File: src/rtl/cnt_pwm.sv
module cnt_pwm #(
  parameter int CW = 8,
  parameter int RW = 2
) (
  input  logic              clk,
  input  logic              rst_n,
  input  logic              en,
  input  logic              cas_ab,
  input  logic              cas_cd,
  input  logic [RW-1:0]     res_ab,
  input  logic [RW-1:0]     res_cd,
  input  logic [2*CW-1:0]   code_ab,
  input  logic [2*CW-1:0]   code_cd,
  output logic              pwm_ab,
  output logic              pwm_cd
);
  localparam int WW   = 2 * CW;
  localparam int RMAX = (1 << RW) - 1;

  logic [CW-1:0] lo    [2];
  logic [CW-1:0] hi    [2];
  logic [WW-1:0] act   [2];
  logic [WW-1:0] cnt   [2];
  logic [WW-1:0] top   [2];
  logic [WW-1:0] ref_c [2];
  logic [WW-1:0] in_code [2];
  logic [RW-1:0] res_q [2];
  logic [RW-1:0] in_res  [2];
  logic          cas_q [2];
  logic          in_cas  [2];
  logic          pin   [2];
  logic          cmp   [2];
  logic          wrap  [2];

  assign in_cas[0]  = cas_ab;
  assign in_cas[1]  = cas_cd;
  assign in_res[0]  = res_ab;
  assign in_res[1]  = res_cd;
  assign in_code[0] = code_ab;
  assign in_code[1] = code_cd;

  for (genvar g = 0; g < 2; g++) begin : g_ch
    assign cnt[g]   = cas_q[g] ? {hi[g], lo[g]} : {{CW{1'b0}}, lo[g]};
    assign top[g]   = cas_q[g] ? ({WW{1'b1}} >> (2 * (RMAX - int'(res_q[g]))))
                               : {{CW{1'b0}}, {CW{1'b1}}};
    assign ref_c[g] = cas_q[g] ? act[g] : {{CW{1'b0}}, act[g][CW-1:0]};
    assign cmp[g]   = cnt[g] <= ref_c[g];
    assign wrap[g]  = cnt[g] == top[g];

    always_ff @(posedge clk) begin
      if (!rst_n) begin
        lo[g]    <= '0;
        hi[g]    <= '0;
        act[g]   <= '0;
        cas_q[g] <= 1'b0;
        res_q[g] <= '0;
        pin[g]   <= 1'b0;
      end else if (!en) begin
        lo[g]    <= '0;
        hi[g]    <= '0;
        act[g]   <= in_code[g];
        cas_q[g] <= in_cas[g];
        res_q[g] <= in_res[g];
        pin[g]   <= 1'b0;
      end else begin
        pin[g] <= cmp[g];
        if (wrap[g]) begin
          lo[g]    <= '0;
          hi[g]    <= '0;
          act[g]   <= in_code[g];
          cas_q[g] <= in_cas[g];
          res_q[g] <= in_res[g];
        end else begin
          lo[g] <= lo[g] + 1'b1;
          if (cas_q[g] && lo[g] == {CW{1'b1}}) hi[g] <= hi[g] + 1'b1;
        end
      end
    end
  end

  assign pwm_ab = pin[0];
  assign pwm_cd = pin[1];
endmodule


File: config.mk
export PLATFORM = sky130hd
export DESIGN_NAME = cnt_pwm
export DESIGN_NICKNAME = d
export VERILOG_FILES = /design/src/rtl/cnt_pwm.sv
export SDC_FILE = /design/constraint.sdc
export NUM_CORES = 1
export LEC_CHECK = 0
export BUFFER_PORTS_ARGS = -buffer_cell sky130_fd_sc_hd__buf_2
export CAP_MARGIN = 0
export CORE_MARGIN = 2
export CORE_UTILIZATION = 61
export CTS_BUF_LIST = sky130_fd_sc_hd__clkbuf_4 sky130_fd_sc_hd__clkbuf_8
export CTS_CLUSTER_SIZE = 10
export DETAILED_ROUTE_END_ITERATION = 16
export PLACE_DENSITY = 0.93
export SLEW_MARGIN = 20
export SYNTH_ARGS = -nofsm -noshare
export SYNTH_HDL_FRONTEND = slang
export SYNTH_SLANG_ARGS = --single-unit
export TNS_END_PERCENT = 1
File: constraint.sdc
create_clock -name clk -period 3.31 [get_ports clk]
set_input_delay 0.331 -clock clk [delete_from_list [all_inputs] [get_ports clk]]
set_output_delay 0.331 -clock clk [all_outputs]
set_load 0.01 [all_outputs]
==> qor.yml, run 1 <==
outcome: "finished clean"
cts_setup_buffers: 0
finalWorstSetupSlack_ns: 0.5769
power.internal_uw: 1424
fmax_ghz: 0.3659
start_util_pct: 63.30
ys_warn_count: 0
synth_simple_gate_area_share_pct: 19.30
crit_required_ns: 3.31
cts_made_buffers: 9
overflow: 0
holdBufCountCts: 0
cts_tree: "done"
synth_edf_count: 70
place_ws_ns: 0.6261
drtAntennaViolNets: 0
max_stage_delay_ns: 0.60
grt_first_pass_wirelength_um: 14680
synth_top_family_by_area: "simple AND/OR/NAND/NOR gates"
async_reset_ff_share_pct: 0
cap_viol_max_count: 0
drive_above_1_share_pct: 13.43
syn_to_final_growth_pct: 11.49
slowest_stage: "a211oi_1"
die_h_um: 88.20
rows: 30
viasPerCell: 5.935
synth_mux_area_share_pct: 0
fin_area_um2: 4821
h-tree-depth: 3
post-place-cells: 549
crit_chain: "ha_1, nand3_2, or3_1, a211oi_1, or2_2"
synth_fa_ha_area_share_pct: 10.42
period_needed_ns: 2.733
post-route-period-util_pct: 82.57
p_leak_uw: 0.001954
clk_latency_ns: 0.35
core-area_um2: 6832
clockBufferDepth: 2
netlist_area_um2: 4324
io_buffers: 42
synth_compound_area_share_pct: 12.76
arrival_ns: 2.73
drt_wl_total_um: 8660
track_usage_pct: 24.49
grt_max_degree: 26
clkTransAtPathRegs_ns: 0.08
place_area_um2: 4653
fin_cells: 565
die_area_um2: 7778
slew_headroom_pct: 38.44
final_util_pct: 70.57
cts_resized: 0
seqPwrFrac_pct: 57.6
final_common_cell: "edfxtp_1"
fin_skew_ns: 0.008004
switchingPower_uw: 494.5
p_per_area_nw_per_um2: 398.0
rsz0062_at_grt: "no"
final_cell_mix: "70 x edfxtp_1, 52 x nand2_1, 42 x buf_2"
tns_ns: 0
synth_seq_cells: 72
gp_congestion: 0.8976
setup_viol: 0
hold_viol: 0
nets: 541
synth_ff_type: "edfxtp_1"
clock_sinks: 72
avgRoutedWirePerCell_um: 15.33
critPathLaunchType: "register"
first_iter_violations: 279
hp-class: "input pin to register"
peakVddDrop_uv: 306.1
dp_hpwl_um: 6433
first_global_vias: 3245
vias: 3353
ys_seq_area_share_pct: 49.54
drt_pass1_iterations: 5
cp_max_fo: 19
worst_pin_slew_ns: 0.9164
antenna_found_initial: 0
end_kind: "register"
root_buffer: "clkbuf_8"
power_frac_comb_pct: 10.7
die_w_um: 88.20
netlist_instances: 409
synth_xor_area_share_pct: 4.659
synth.distinct_cells: 47
slew_viol_final: 0
clkPwrFrac_pct: 31.6
crit_type: "register to register"
num_io_pins: 43
swShare_pct: 25.77
drc_errors: 0
postSynthAreaPerCell_um2: 10.57
antenna_cells: 0
sequential cells by signal, indices dropped and copies added (netlist names):
signal  flops
act        32
cas_q       2
hi         16
lo         16
pin         2
res_q       4
cell type report:
class | count | area [um^2]
multi-input combinational | 319 | 2102
clock inverter | 6 | 36.28
inverter | 19 | 71.32
tap | 96 | 120.1
sequential | 72 | 2142
fill | 482 | 2011
timing repair buffer | 43 | 217.7
clock buffer | 10 | 131.4
power groups by stage:
stage / Sequential [uW] / Combinational [uW] / Clock, uW
final: 1110 / 206 / 607
after global routing: 1110 / 234 / 649
after CTS: 1100 / 205 / 614
after detailed placement: 1120 / 203 / 0
after global placement: 1120 / 188 / 0
after floorplan: 1100 / 147 / 0
layer usage:
| layer | vias to the layer above | part of all wire, % | track usage [%] |
|---|---|---|---|
| li1 | 1615 | - | - |
| met1 | 1576 | 40 | 29.39 |
| met2 | 139 | 51 | 41.56 |
| met3 | 23 | 6.2 | 6.126 |
| met4 | 0 | 2.8 | 11.16 |
| met5 | - | 0 | 0 |
stage by stage:
step / power [uW] / hold slack [ns]
after CTS: 1923 / 0.2845
after floorplan: 1251 / 0.4679
after global placement: 1308 / 0.6109
after global routing: 1996 / 0.2958
after detailed placement: 1327 / 0.6206
final: 1919 / 0.2867
final timing paths:
kind | startpoint | end | slack, ns | depth (start not counted)
setup reg to reg | lo[0][0] | act[0][0] | 0.58 | 5
setup / recovery | lo[0][0] | act[0][0] | 0.58 | 5
hold reg to reg | hi[1][0] | hi[1][0] | 0.64 | 1
hold / removal | code_ab[6] | act[0][6] | 0.29 | 2
kinds of logic after synthesis:
| group | count (synthesis) |
|---|---|
| AO/OA/AOI/OAI | 81 |
| AND/OR/NAND/NOR | 162 |
| flip-flops | 72 |
| other | 1 |
| adder cells (fa/ha/maj) | 36 |
| XOR/XNOR | 23 |
| buffers and inverters | 34 |
cells in the mapped netlist (2+ instances only):
library cell / instances / area share, %
nor2b_1: 2 / 0.29
o21ai_0: 3 / 0.35
nor3b_1: 3 / 0.52
and3_1: 7 / 1.0
dfxtp_1: 2 / 0.93
a21o_1: 6 / 1.0
o31ai_1: 2 / 0.35
o211ai_1: 5 / 0.87
nor2_1: 12 / 1.0
a21boi_1: 9 / 1.6
or2_2: 2 / 0.29
inv_1: 19 / 1.6
xnor2_1: 7 / 1.4
nor4_1: 3 / 0.43
or3_1: 3 / 0.43
a211oi_1: 5 / 0.87
xor2_1: 16 / 3.2
a21boi_0: 11 / 1.9
edfxtp_1: 70 / 49
and2_1: 20 / 2.9
nand2_1: 52 / 4.5
buf_2: 3 / 0.35
o211a_1: 2 / 0.46
clkbuf_1: 10 / 0.87
a21oi_1: 28 / 3.2
nand4_1: 12 / 1.7
nor3_1: 24 / 2.8
ha_1: 36 / 10
nor4b_1: 5 / 1.0
nand3_1: 12 / 1.4
a211o_1: 2 / 0.41
critical path, delay by kind of cell, from the launching register on:
| family | cells | cell delay [ns] |
|---|---|---|
| DFF | 1 | 0.41 |
| and+or+nand+nor | 3 | 1.14 |
| AOI/OAI and AO/OA | 1 | 0.60 |
| adders and majority gates | 1 | 0.22 |
(Power assumes the default switching activity.)
==> run 2, diff against run 1 <==
--- a/config.mk
+++ b/config.mk
@@ -8,11 +8,11 @@
 export BUFFER_PORTS_ARGS = -buffer_cell sky130_fd_sc_hd__buf_2
 export CAP_MARGIN = 0
 export CORE_MARGIN = 2
-export CORE_UTILIZATION = 61
+export CORE_UTILIZATION = 56
 export CTS_BUF_LIST = sky130_fd_sc_hd__clkbuf_4 sky130_fd_sc_hd__clkbuf_8
 export CTS_CLUSTER_SIZE = 10
 export DETAILED_ROUTE_END_ITERATION = 16
-export PLACE_DENSITY = 0.93
+export PLACE_DENSITY = 0.9
 export SLEW_MARGIN = 20
 export SYNTH_ARGS = -nofsm -noshare
 export SYNTH_HDL_FRONTEND = slang
==> constraint.sdc (replaced) <==
create_clock -name clk -period 2.4 [get_ports clk]
set_input_delay 0.24 -clock clk [delete_from_list [all_inputs] [get_ports clk]]
set_output_delay 0.24 -clock clk [all_outputs]
set_load 0.01 [all_outputs]
==> qor.yml, run 2 (synthesis gave the netlist of run 1 again) <==
arrival_ns: 2.27  # -0.46 ns
met2_length_um: 4759  # +7.6%
drc_errors: 0  # unchanged
hold_viol: 0  # unchanged
cp_max_fo: 18  # -1
power_frac_comb_pct: 11.6  # +0.9 points
antenna_found_initial: 0  # unchanged
cts_made_buffers: 9  # unchanged
rows: 32  # +6.7%
swShare_pct: 25.54  # -0.23 points
io_buffers: 42  # unchanged
hp-class: "input pin to register"
num_io_pins: 43  # unchanged
seqPwrFrac_pct: 57.7  # about the same
clkTransAtPathRegs_ns: 0.08  # about the same
root_buffer: "clkbuf_8"
outcome: "finished clean"
nets: 552  # +2.0%
wl_met1_um: 3824  # +10%
antenna_cells: 0  # unchanged
period_needed_ns: 2.257  # -0.4761 ns
cap_viol_max_count: 0  # unchanged
first_global_vias: 3355  # +3.4%
end_kind: "register"
track_usage_pct: 22.94  # -1.5 points
met3_length_um: 488  # -8.4%
path_buf_inv: 0  # unchanged
final_util_pct: 64.57  # -6.0 points
regMostFlops: "act"
fmax_ghz: 0.4431  # +21%
drtAntennaViolNets: 0  # unchanged
setup_viol: 0  # unchanged
slew_viol_final: 0  # unchanged
viasPerCell: 5.809  # -2.1%
final_common_cell: "edfxtp_1"
critPathLaunchType: "register"
tns_ns: 0  # unchanged
final_cell_mix: "70 x edfxtp_1, 52 x nand2_1, 42 x buf_2"
drt_pass1_iterations: 4  # -1
switchingPower_uw: 673.0  # +36%
dp_hpwl_um: 6755  # +5.0%
top_regs: "act: 32 flops, hi: 16 flops, lo: 16 flops"
drive_above_1_share_pct: 15.48  # +2.0 points
clock_sinks: 72  # unchanged
peakVddDrop_uv: 317.6  # +3.8%
die_area_um2: 8441  # +8.5%
avgRoutedWirePerCell_um: 15.89  # +3.7%
cpLargestDelayFamily: "simple AND/OR/NAND/NOR gates"
grt_first_pass_wirelength_um: 15280  # +4.0%
fin_skew_ns: 0.008078  # +0.00007403 ns
overflow: 0  # unchanged
worst_pin_slew_ns: 0.6561  # -0.2603 ns
routed.top_layer: "met4"
slew_headroom_pct: 56.26  # +18 points
clkPwrFrac_pct: 30.7  # -0.9 points
start_util_pct: 56.84  # -6.5 points
crit_chain: "ha_1, nand3_1, or2_1, nor4_1, or2_2"
die_h_um: 91.88  # +4.2%
crit_type: "register to register"
die_w_um: 91.88  # +4.2%
largest_reg_flops: 32  # unchanged
vias: 3369  # +0.48%
first_iter_violations: 179  # -36%
p_leak_uw: 0.002000  # +2.4%
power.internal_uw: 1962  # +38%
cts_tree: "done"
crit_required_ns: 2.41  # -0.90 ns
h-tree-depth: 3  # unchanged
core-area_um2: 7607  # +11%
slowest_stage: "or2_2"
gp_congestion: 0.8343  # -7.1%
clockBufferDepth: 2  # unchanged
post-route-period-util_pct: 94.04  # +11 points
grt_max_degree: 22  # -15%
syn_to_final_growth_pct: 13.60
max_stage_delay_ns: 0.44  # -0.16 ns
drt_wl_total_um: 9218  # +6.4%
p_per_area_nw_per_um2: 536.5  # +35%
clk_latency_ns: 0.35  # about the same
run 2: area by class of cell:
| cell class | instances | area (um^2) |
|---|---|---|
| sequential | 72 | 2142 |
| clock buffer | 10 | 131.4 |
| clock inverter | 4 | 23.77 |
| fill | 623 | 2695 |
| inverter | 19 | 71.32 |
| multi-input combinational | 319 | 2116 |
| timing repair buffer | 54 | 300.3 |
| tap | 102 | 127.6 |
run 2: path summary, 6_finish.rpt:
check	startpoint	to	slack [ns]	cells past startpoint
setup / recovery	lo[1][0]	res_q[1][1]	0.14	5
hold / removal	code_ab[6]	act[0][6]	0.20	2
setup reg to reg	lo[1][0]	res_q[1][1]	0.14	5
hold reg to reg	lo[1][0]	lo[1][0]	0.64	1
run 2: per-layer routing:
metal | vias up | GRT usage [%]
li1 | 1626 | -
met1 | 1609 | 27.70
met2 | 116 | 41.18
met3 | 18 | 4.684
met4 | 0 | 7.090
met5 | - | 0
run 2: metrics by stage:
step | total power [uW] | area [um^2] | cells | worst slack (ns) | hold slack, ns
after global routing | 2740 | 4912 | 580 | -0.01786 | 0.2115
after global placement | 1818 | 4743 | 566 | 0.1926 | 0.5544
after CTS | 2629 | 4898 | 580 | 0.0006009 | 0.1962
after floorplan | 1725 | 4384 | 425 | 0.04118 | 0.3769
after detailed placement | 1841 | 4743 | 566 | 0.02683 | 0.5609
final | 2635 | 4912 | 580 | 0.1430 | 0.1987
run 2: worst register-to-register path, stage by stage (launching register included):
cell,delay (ns)
edfxtp_1,0.40
ha_1,0.24
nand3_1,0.13
or2_1,0.27
nor4_1,0.42
or2_2,0.44
run 2: power groups by stage:
stage,clock network (uW),registers (uW),logic (uW)
2_1_floorplan,0,1520,202
3_5_place_dp,0,1550,295
4_1_cts,809,1520,301
6_report,810,1520,305
5_1_grt,867,1530,345
3_3_place_gp,0,1540,278
run 2: repair_timing:
item	in CTS	in global routing
setup endpoints to repair	0	39
setup buffers	0	0
resized for setup	0	4
hold buffers	0	0
==> run 3, diff against run 2 <==
==> constraint.sdc (replaced) <==
create_clock -name clk -period 2.4 [get_ports clk]
set_input_delay 0 -clock clk [delete_from_list [all_inputs] [get_ports clk]]
set_output_delay 0 -clock clk [all_outputs]
set_load 0.01 [all_outputs]
==> qor.yml, run 3 (synthesis gave the netlist of run 1 again) <==
die_area_um2: 8441  # unchanged
period_needed_ns: 2.231  # -0.02576 ns
grt_max_degree: 23  # +4.5%
crit_type: "register to register"
gp_congestion: 0.8249  # -1.1%
cpLargestDelayFamily: "compound AO/OA/AOI/OAI gates"
first_global_vias: 3436  # +2.4%
switchingPower_uw: 688.6  # +2.3%
track_usage_pct: 23.64  # +0.70 points
clockBufferDepth: 2  # unchanged
setup_viol: 0  # unchanged
tns_ns: 0  # unchanged
reg2reg_depth: 5  # unchanged
hold_viol: 0  # unchanged
p_leak_uw: 0.002123  # +6.1%
antenna_found_initial: 0  # unchanged
post-route-period-util_pct: 92.97  # -1.1 points
antenna_cells: 0  # unchanged
grt_first_pass_wirelength_um: 15610  # +2.2%
post-place-cells: 564  # -0.35%
overflow: 0  # unchanged
power_frac_comb_pct: 11.2  # -0.4 points
seqPwrFrac_pct: 50.9  # -6.8 points
cap_viol_max_count: 0  # unchanged
worst_pin_slew_ns: 0.6479  # -0.008149 ns
finalWorstSetupSlack_ns: 0.1688  # +0.02576 ns
max_stage_delay_ns: 0.68  # +0.24 ns
r2r_slack_ns: 0.17  # +0.03 ns
vias: 3456  # +2.6%
die_w_um: 91.88  # unchanged
avgRoutedWirePerCell_um: 16.04  # +0.90%
final_common_cell: "edfxtp_1"
place_ws_ns: 0.06509  # +0.03826 ns
hp-class: "input pin to register"
final_cell_mix: "70 x edfxtp_1, 52 x nand2_1, 42 x buf_2"
reg2reg_to: "act[1][12]"
slew_viol_final: 0  # unchanged
clkTransAtPathRegs_ns: 0.08  # about the same
worstHoldStart: "code_ab[4]"
clkPwrFrac_pct: 37.9  # +7.2 points
arrival_ns: 2.41  # +0.14 ns
slew_headroom_pct: 56.81  # +0.54 points
hold_depth: 2  # unchanged
end_kind: "register"
first_iter_violations: 218  # +22%
crit_chain: "ha_1, nand3_1, or2_1, o41a_1, a21oi_1"
fin_cells: 603  # +4.0%
crit_required_ns: 2.58  # +0.17 ns
rows: 32  # unchanged
drtAntennaViolNets: 0  # unchanged
clock_sinks: 72  # unchanged
p_per_area_nw_per_um2: 574.1  # +7.0%
fin_total_pwr_uw: 2984  # +13%
drc_errors: 0  # unchanged
h-tree-depth: 3  # unchanged
r2r-start: "lo[1][0]"
cts_tree: "done"
holdPathEnd: "act[0][4]"
cts_made_buffers: 9  # unchanged
final_util_pct: 68.34  # +3.8 points
power.internal_uw: 2296  # +17%
fin_skew_ns: 0.008526  # +0.0004489 ns
swShare_pct: 23.07  # -2.5 points
rsz0062_at_grt: "no"
largest_reg_flops: 32  # unchanged
peakVddDrop_uv: 451.1  # +42%
regMostFlops: "act"
clk_latency_ns: 0.36  # about the same
drt_wl_total_um: 9670  # +4.9%
die_h_um: 91.88  # unchanged
num_io_pins: 43  # unchanged
path_buf_inv: 0  # unchanged
dp_hpwl_um: 6724  # -0.46%
critPathLaunchType: "register"
fillers: 527  # -15%
io_buffers: 42  # unchanged
core-area_um2: 7607  # unchanged
slowest_stage: "o41a_1"
cp_max_fo: 18  # unchanged
drive_above_1_share_pct: 14.17  # -1.3 points
top_regs: "act: 32 flops, hi: 16 flops, lo: 16 flops"
fmax_ghz: 0.4482  # +1.2%
viasPerCell: 5.731  # -1.3%
root_buffer: "clkbuf_8"
nets: 573  # +3.8%
drt_pass1_iterations: 5  # +1
outcome: "finished clean"
cts_setup_buffers: 0  # unchanged
syn_to_final_growth_pct: 20.23
start_util_pct: 56.84  # unchanged
==> run 3: cell type report <==
| type | count | area (um^2) | share of cell area [%] |
|---|---|---|---|
| sequential | 72 | 2142 | 41.20 |
| tap | 102 | 127.6 | 2.455 |
| clock inverter | 7 | 110.1 | 2.118 |
| inverter | 19 | 71.32 | 1.372 |
| timing repair buffer | 75 | 515.5 | 9.916 |
| clock buffer | 9 | 123.9 | 2.383 |
| multi-input combinational | 319 | 2108 | 40.55 |
==> run 3: stage by stage <==
step	instance area, um^2	hold slack (ns)
2_1_floorplan	4384	0.1369
3_3_place_gp	4728	0.3145
3_5_place_dp	4728	0.3193
4_1_cts	5192	0.004598
5_1_grt	5199	0.003740
6_report	5199	0.001195
==> run 3: worst max-delay path by stage <==
stage	slack (ns)	startpoint	depth (start not counted)	end
finish	0.17	lo[1][0]	5	act[1][12]
global placement	0.19	lo[0][0]	5	act[0][14]
CTS	0.05	lo[0][0]	5	act[0][0]
detailed placement	0.07	lo[0][0]	5	act[0][0]
floorplan	0.04	lo[0][0]	6	act[0][0]
global route	0.00003	lo[1][0]	5	act[1][12]
==> run 3: repair_timing <==
action                                  in CTS  in global routing
hold endpoints to repair                    23                  0
hold buffers                                23                  0
resized for setup                            0                  3
endpoints found under the setup margin       0                 46
==> run 3: routing by layer <==
| metal | wire [um] | global-route usage, % |
|---|---|---|
| met2 | 5060 | 42.46 |
| met3 | 585 | 5.094 |
| met1 | 3821 | 27.64 |
| met4 | 202 | 8.955 |
| met5 | 0 | 0 |
==> run 3: power groups by stage <==
stage | Sequential (uW) | Combinational, uW | Clock [uW]
after CTS | 1520 | 329 | 1140
final | 1520 | 335 | 1130
after floorplan | 1520 | 202 | 0
after detailed placement | 1550 | 295 | 0
after global placement | 1540 | 275 | 0
after global routing | 1530 | 374 | 1190
==> run 3: worst reg2reg max path, stage by stage, from the launching register on <==
cell and delay [ns]:
edfxtp_1 0.40, ha_1 0.25, nand3_1 0.14, or2_1 0.29
o41a_1 0.68, a21oi_1 0.30
